## config.mk

```make
export PLATFORM = sky130hd
export DESIGN_NAME = buck_gate_seq
export DESIGN_NICKNAME = d
export VERILOG_FILES = /design/src/rtl/bgs_pkg.sv /design/src/rtl/bgs_qual.sv /design/src/rtl/bgs_novl_timer.sv /design/src/rtl/bgs_blank_timer.sv /design/src/rtl/buck_gate_seq.sv
export SDC_FILE = /design/constraint.sdc
export NUM_CORES = 1
export LEC_CHECK = 0
export BUFFER_PORTS_ARGS = -buffer_cell sky130_fd_sc_hd__buf_2
export CELL_PAD_IN_SITES_DETAIL_PLACEMENT = 1
export CELL_PAD_IN_SITES_GLOBAL_PLACEMENT = 2
export CORE_MARGIN = 4
export CORE_UTILIZATION = 39
export CTS_CLUSTER_SIZE = 8
export DETAILED_ROUTE_END_ITERATION = 10
export GPL_ROUTABILITY_DRIVEN = 0
export GPL_TIMING_DRIVEN = 0
export PLACE_DENSITY_LB_ADDON = 0.1
export SLEW_MARGIN = 30
export SYNTH_ARGS = -nofsm -noshare
export SYNTH_HDL_FRONTEND = slang
export SYNTH_HIERARCHICAL = 1
export SYNTH_SLANG_ARGS = --single-unit
```

## constraint.sdc

```tcl
create_clock -name clk -period 8.65 [get_ports clk]
set_input_delay 0.4325 -clock clk [delete_from_list [all_inputs] [get_ports clk]]
set_output_delay 0.4325 -clock clk [all_outputs]
set_load 0.01 [all_outputs]
```

## src/rtl/bgs_pkg.sv

```systemverilog
// Shared types for the buck gate sequencer.
// Assumes the analog decoders deliver the two-bit codes listed below.
package bgs_pkg;

    typedef enum logic [1:0] {
        LVL_LOW  = 2'b00,
        LVL_MID  = 2'b01,
        LVL_HIGH = 2'b10,
        LVL_BAD  = 2'b11
    } lvl_e;

    typedef enum logic [3:0] {
        ST_OFF,
        ST_WAIT_HS,
        ST_HS_ON,
        ST_WAIT_LS,
        ST_LS_ON,
        ST_WAIT_DE,
        ST_DE_BLANK,
        ST_DE_ZC,
        ST_DE_DONE
    } state_e;

endpackage

```

## src/rtl/bgs_qual.sv

```systemverilog
// Qualifies the run conditions for the sequencer.
// Lockout, any enable code other than high, or an illegal PWM code force the off state.
// Assumes the inputs are already synchronous to clk.
module bgs_qual
    import bgs_pkg::*;
(
    input  logic [1:0] pwm_lvl,
    input  logic [1:0] en_lvl,
    input  logic       supply_ok,
    output logic       force_off,
    output lvl_e       tgt
);

    // Decode the force condition and pass the PWM target through as an enum.
    always_comb begin
        tgt       = lvl_e'(pwm_lvl);
        force_off = !supply_ok || (lvl_e'(en_lvl) != LVL_HIGH) || (tgt == LVL_BAD);
    end

endmodule

```

## src/rtl/bgs_novl_timer.sv

```systemverilog
// Adaptive non-overlap timer.
// While run is high it waits for the sense flag, or for the timeout, and then counts PROP_CYC cycles.
// done is high in the last of those cycles. clr restarts the whole sequence.
// Assumes PROP_CYC >= 1 and TIMEOUT_CYC >= 1.
module bgs_novl_timer #(
    parameter int unsigned TIMEOUT_CYC = 64,
    parameter int unsigned PROP_CYC    = 2
) (
    input  logic clk,
    input  logic rst_n,
    input  logic clr,
    input  logic run,
    input  logic sense,
    output logic done
);

    localparam int unsigned LIM = (TIMEOUT_CYC > PROP_CYC) ? TIMEOUT_CYC : PROP_CYC;
    localparam int unsigned CW  = $clog2(LIM + 1);

    logic          seen_q;
    logic [CW-1:0] cnt_q;
    logic          to_hit;

    assign to_hit = (cnt_q == CW'(TIMEOUT_CYC - 1));
    assign done   = run && seen_q && (cnt_q == CW'(PROP_CYC - 1));

    // Wait phase until sense or timeout, then propagation-delay phase.
    always_ff @(posedge clk) begin
        if (!rst_n || clr) begin
            seen_q <= 1'b0;
            cnt_q  <= '0;
        end else if (run) begin
            if (!seen_q) begin
                if (sense || to_hit) begin
                    seen_q <= 1'b1;
                    cnt_q  <= '0;
                end else begin
                    cnt_q <= cnt_q + 1'b1;
                end
            end else if (!done) begin
                cnt_q <= cnt_q + 1'b1;
            end
        end
    end

    AST_TIMEOUT_ENDS_WAIT: assert property (@(posedge clk) disable iff (!rst_n)
        (run && !clr && !seen_q && to_hit) |=> seen_q);

endmodule

```

## src/rtl/bgs_blank_timer.sv

```systemverilog
// Blanking timer for diode emulation.
// expired goes high after run has been high for BLANK_CYC-1 cycles since the last clr.
// Assumes BLANK_CYC >= 1.
module bgs_blank_timer #(
    parameter int unsigned BLANK_CYC = 35
) (
    input  logic clk,
    input  logic rst_n,
    input  logic clr,
    input  logic run,
    output logic expired
);

    localparam int unsigned BW = $clog2(BLANK_CYC + 1);

    logic [BW-1:0] cnt_q;

    assign expired = run && (cnt_q == BW'(BLANK_CYC - 1));

    // Count blanking cycles, holding at the limit.
    always_ff @(posedge clk) begin
        if (!rst_n || clr) begin
            cnt_q <= '0;
        end else if (run && !expired) begin
            cnt_q <= cnt_q + 1'b1;
        end
    end

    AST_BLANK_BOUND: assert property (@(posedge clk) disable iff (!rst_n)
        (run && !clr && !expired) |=> (cnt_q != '0));

endmodule

```

## src/rtl/buck_gate_seq.sv

```systemverilog
// Gate-enable sequencer for one synchronous buck phase.
// Drives registered high-side and low-side enables with adaptive dead time,
// diode emulation (blanking plus zero-cross turn-off) and lockout or disable forcing.
// Assumes all inputs are synchronous to clk. Analog sensing lies outside this block.
module buck_gate_seq
    import bgs_pkg::*;
#(
    parameter int unsigned BLANK_CYC        = 35,
    parameter int unsigned NOVL_TIMEOUT_CYC = 64,
    parameter int unsigned NOVL_PROP_CYC    = 2
) (
    input  logic       clk,
    input  logic       rst_n,
    input  logic [1:0] pwm_lvl,
    input  logic [1:0] en_lvl,
    input  logic       supply_ok,
    input  logic       lo_gate_low,
    input  logic       hi_gate_low,
    input  logic       zero_cross,
    output logic       hs_on,
    output logic       ls_on
);

    state_e st_q, st_d;
    lvl_e   tgt;
    logic   force_off;
    logic   st_chg;
    logic   in_wait;
    logic   sense_sel;
    logic   novl_done;
    logic   blank_exp;
    logic   hs_q, ls_q;

    bgs_qual u_qual (
        .pwm_lvl   (pwm_lvl),
        .en_lvl    (en_lvl),
        .supply_ok (supply_ok),
        .force_off (force_off),
        .tgt       (tgt)
    );

    assign st_chg    = (st_d != st_q);
    assign in_wait   = (st_q == ST_WAIT_HS) || (st_q == ST_WAIT_LS) || (st_q == ST_WAIT_DE);
    assign sense_sel = (st_q == ST_WAIT_HS) ? lo_gate_low : hi_gate_low;

    bgs_novl_timer #(
        .TIMEOUT_CYC (NOVL_TIMEOUT_CYC),
        .PROP_CYC    (NOVL_PROP_CYC)
    ) u_novl (
        .clk   (clk),
        .rst_n (rst_n),
        .clr   (st_chg),
        .run   (in_wait),
        .sense (sense_sel),
        .done  (novl_done)
    );

    bgs_blank_timer #(
        .BLANK_CYC (BLANK_CYC)
    ) u_blank (
        .clk     (clk),
        .rst_n   (rst_n),
        .clr     (st_chg),
        .run     (st_q == ST_DE_BLANK),
        .expired (blank_exp)
    );

    // Next-state selection: forcing first, then the PWM target.
    always_comb begin
        st_d = st_q;
        if (force_off) begin
            st_d = ST_OFF;
        end else begin
            case (tgt)
                LVL_HIGH: begin
                    if (st_q == ST_WAIT_HS) begin
                        if (novl_done) st_d = ST_HS_ON;
                    end else if (st_q != ST_HS_ON) begin
                        st_d = ST_WAIT_HS;
                    end
                end
                LVL_LOW: begin
                    case (st_q)
                        ST_LS_ON:   st_d = ST_LS_ON;
                        ST_WAIT_LS: if (novl_done) st_d = ST_LS_ON;
                        ST_DE_BLANK, ST_DE_ZC, ST_DE_DONE: st_d = ST_LS_ON;
                        default:    st_d = ST_WAIT_LS;
                    endcase
                end
                LVL_MID: begin
                    case (st_q)
                        ST_LS_ON:    st_d = ST_DE_BLANK;
                        ST_WAIT_DE:  if (novl_done) st_d = ST_DE_BLANK;
                        ST_DE_BLANK: if (blank_exp) st_d = ST_DE_ZC;
                        ST_DE_ZC:    if (zero_cross) st_d = ST_DE_DONE;
                        ST_DE_DONE:  st_d = ST_DE_DONE;
                        default:     st_d = ST_WAIT_DE;
                    endcase
                end
                default: st_d = ST_OFF;
            endcase
        end
    end

    // State and registered gate enables.
    always_ff @(posedge clk) begin
        if (!rst_n) begin
            st_q <= ST_OFF;
            hs_q <= 1'b0;
            ls_q <= 1'b0;
        end else begin
            st_q <= st_d;
            hs_q <= (st_d == ST_HS_ON);
            ls_q <= (st_d == ST_LS_ON) || (st_d == ST_DE_BLANK) || (st_d == ST_DE_ZC);
        end
    end

    assign hs_on = hs_q;
    assign ls_on = ls_q;

    AST_NO_OVERLAP: assert property (@(posedge clk) disable iff (!rst_n)
        !(hs_on && ls_on));
    AST_LOCKOUT_OFF: assert property (@(posedge clk) disable iff (!rst_n)
        !supply_ok |=> (!hs_on && !ls_on));
    AST_DISABLE_OFF: assert property (@(posedge clk) disable iff (!rst_n)
        (en_lvl != 2'b10) |=> (!hs_on && !ls_on));
    AST_ILLEGAL_OFF: assert property (@(posedge clk) disable iff (!rst_n)
        (pwm_lvl == 2'b11) |=> (!hs_on && !ls_on));
    AST_HS_AFTER_LS: assert property (@(posedge clk) disable iff (!rst_n)
        $rose(hs_on) |-> !$past(ls_on));
    AST_LS_AFTER_HS: assert property (@(posedge clk) disable iff (!rst_n)
        $rose(ls_on) |-> !$past(hs_on));
    AST_BLANK_HOLD: assert property (@(posedge clk) disable iff (!rst_n)
        (st_q == ST_DE_BLANK && !force_off && pwm_lvl == 2'b01) |=> ls_on);
    AST_ZC_LATCH: assert property (@(posedge clk) disable iff (!rst_n)
        (st_q == ST_DE_DONE && !force_off && pwm_lvl == 2'b01) |=> !ls_on);
    AST_LOW_RELATCH: assert property (@(posedge clk) disable iff (!rst_n)
        (st_q == ST_DE_DONE && !force_off && pwm_lvl == 2'b00) |=> ls_on);

endmodule

```

==> run metrics <==
status=complete, no violations; CTS tree=done; die height=slightly below 70 um; Final Critical Period=3.703 ns; Setup Fix Bufs, Post-CTS=0; TritonCTS buffer count=3; worst skew pair latency=around 0.3 ns; Gate Count Post-Synth=161; via count=1259; reg2reg end=u_blank/cnt_q[0]$_SDFFE_PP0P_; number of clock sinks=20; WP data required=roughly 8.9 ns; Hold Slack=about 0.42 ns; crit share post-route=about 43%; syn_nets=175; hold worst-path end=ls_on$_SDFF_PN0_; Total Power=0.0001884 W; Setup crit end kind=flop; CP Launch Type=flop; sequential share of power=between 40% and 50%; 1st-iter DRT viols=102; first-pass GRT wire length=approximately 6300 um; crit path max fanout=10; Die Area=between 0.004 and 0.005 mm^2; Core Area=around 0.0034 mm^2; DRC violations left=0; Yosys warning total=6; Max Fclk=270.1 MHz; Worst Skew=roughly 0.0046 ns; drt pass-1 iters=4; Post-Syn Area=approximately 0.0014 mm^2; Top Metal Used=met4; Net Sw Frac=21.95%; leakage=about 0.57 nW; met1 WL=about 1800 um; worst hold stages=2; sequential-to-total area share from yosys stat=28.65%; Synth-to-Final Area Change=12.18%; Layout fillers=410; Psw=0.00004135 W; Row Count=21; Clock power frac=between 40% and 50%; pwr dens=roughly 120 mW/mm^2; Worst-path clk slew=approximately 0.12 ns; antenna-violating nets left=0; DR WL met2=about 1600 um; final wirelength=approximately 3500 um; Slew headroom=between 60% and 70%; initial antenna violation count=0; DP HPWL=2751 um; vias in the first global route=approximately 1300; largest net degree at the start of global routing=13; R2R cell count=11; Setup violations, final=0; Arr. time, crit path=a little under 4 ns; count of cell types in the netlist=64; Resize count post-CTS=0; Via density=5.671; number of flops mapped to enable cells by yosys=0; initial core utilization=41.23%; Die X=between 60 and 70 um; hold crit path type=input pin to flop; Pint=0.0001470 W; most frequent cells in the layout=dfxtp_1, nor2_1, buf_2; Max Slew Vio Count=0; CTS Hold Bufs=0; max capacitance violation total=0; htree depth=1; grt total ovfl=0; share of cells above drive strength 1=18.75%; r2r startpoint=st_q[1]$_SDFF_PN0_; Setup CP Type=flop to flop; met3 WL=~89 um; peak supply drop=approximately 0.1 mV; Mean Syn Cell Area=between 8 and 9 um^2; R2R setup slack=a little under 5 ns; hold_sp=rst_n; diode count=0; synthesis-stage register bit count=20; CTS Buffer Depth=2; IO Pins=12; Overall Global Routing Usage=17.54%; RSZ-0062 raised after global routing=no; port bufs=11; worst-margin pin slew=slightly below 0.6 ns; Gate power share=10.1%; root buffer cell=clkbuf_4; NumNets Final=between 150 and 200; setup TNS=0 ns; share of flip-flops with an asynchronous set or reset=0%; commonest non-fill, non-tap cell in the layout=dfxtp_1; Post-synth top flop=dfxtp_1; wire length per cell=about 16 um; final hold violation count=0
==> stage by stage <==
step	cells	util, %	area [um^2]	setup slack [ns]
after floorplan	161	-	1398	5.520
after global placement	218	44.56	1510	4.920
after detailed placement	218	44.56	1510	4.865
after CTS	222	46.11	1563	4.840
after global routing	222	46.25	1568	4.659
final	222	46.25	1568	4.947
==> critical path, stage by stage, from the launching register on <==
cell and delay (ns):
dfxtp_1 0.50, clkbuf_1 0.37, a211oi_2 0.24, and2_1 0.25, a21o_1 0.24, a2111oi_4 0.52
nor4_2 0.17, or4_1 0.49, nand4_1 0.18, nand2b_1 0.28, nor2_1 0.07, mux2_1 0.30
==> registers in the layout, summed over array words and instances, names as in the netlist <==
name / count
u_blank/cnt_q: 6
st_q: 4
u_novl/cnt_q: 7
ls_on: 1
u_novl/seen_q: 1
hs_on: 1
==> cells by family after synthesis <==
kind of cell,after synthesis,share of synthesized area [%]
and+or+nand+nor,69,31.07
buffers and inverters,18,6.266
DFF,20,28.65
adders and majority gates,4,3.581
xor gates and xnor gates,7,4.387
AOI/OAI and AO/OA,40,23.73
muxes,3,2.328
==> cells in the mapped netlist (all sizes together), types with 3 or more instances <==
| master | number | area, um^2 |
|---|---|---|
| nand2b | 4 | 25.02 |
| and2 | 3 | 18.77 |
| ha | 4 | 50.05 |
| dfxtp | 20 | 400.4 |
| a2111oi | 3 | 52.55 |
| nor4 | 4 | 31.28 |
| and3 | 3 | 18.77 |
| nand2 | 10 | 37.54 |
| buf | 6 | 42.53 |
| nand4 | 6 | 37.54 |
| nor2 | 16 | 60.06 |
| xor2 | 5 | 43.79 |
| a211oi | 4 | 30.03 |
| a21oi | 8 | 40.04 |
| inv | 10 | 37.53 |
| o21ai | 5 | 25.02 |
| nor4b | 3 | 47.54 |
| a31oi | 3 | 18.77 |
==> power groups by stage <==
stage	Combinational [W]	Sequential, W	Clock, W
6_report	0.0000190	0.0000931	0.0000763
3_5_place_dp	0.0000190	0.0000951	0
5_1_grt	0.0000212	0.0000932	0.0000833
2_1_floorplan	0.0000125	0.0000951	0
4_1_cts	0.0000191	0.0000931	0.0000778
3_3_place_gp	0.0000183	0.0000951	0
==> cell type report <==
| type | instances | area [um^2] | share of cell area, % |
|---|---|---|---|
| Buffer | 8 | 50.05 | 3.192 |
| Clock buffer | 3 | 22.52 | 1.437 |
| Clock inverter | 1 | 30.03 | 1.915 |
| Inverter | 10 | 37.54 | 2.394 |
| Multi-Input combinational cell | 123 | 914.6 | 58.34 |
| Sequential cell | 20 | 400.4 | 25.54 |
| Tap cell | 46 | 57.56 | 3.671 |
| Timing Repair Buffer | 11 | 55.05 | 3.512 |
==> layer usage <==
layer,up-vias,track usage [%]
met5,-,0
met4,0,2.233
met1,611,23.69
met2,17,29.65
li1,627,-
met3,4,3.448
==> how the worst max path moves through the flow <==
stage,startpoint,end,cells past startpoint
3_5_place_dp,st_q[0]$_SDFF_PN0_,u_novl/cnt_q[1]$_SDFFE_PP0P_,11
4_1_cts,st_q[0]$_SDFF_PN0_,u_novl/cnt_q[1]$_SDFFE_PP0P_,11
3_3_place_gp,st_q[0]$_SDFF_PN0_,u_blank/cnt_q[0]$_SDFFE_PP0P_,12
6_report,st_q[1]$_SDFF_PN0_,u_blank/cnt_q[0]$_SDFFE_PP0P_,11
5_1_grt,st_q[1]$_SDFF_PN0_,u_blank/cnt_q[0]$_SDFFE_PP0P_,11
2_1_floorplan,st_q[1]$_SDFF_PN0_,u_blank/cnt_q[0]$_SDFFE_PP0P_,11
Power figures use the tool's default switching activity.
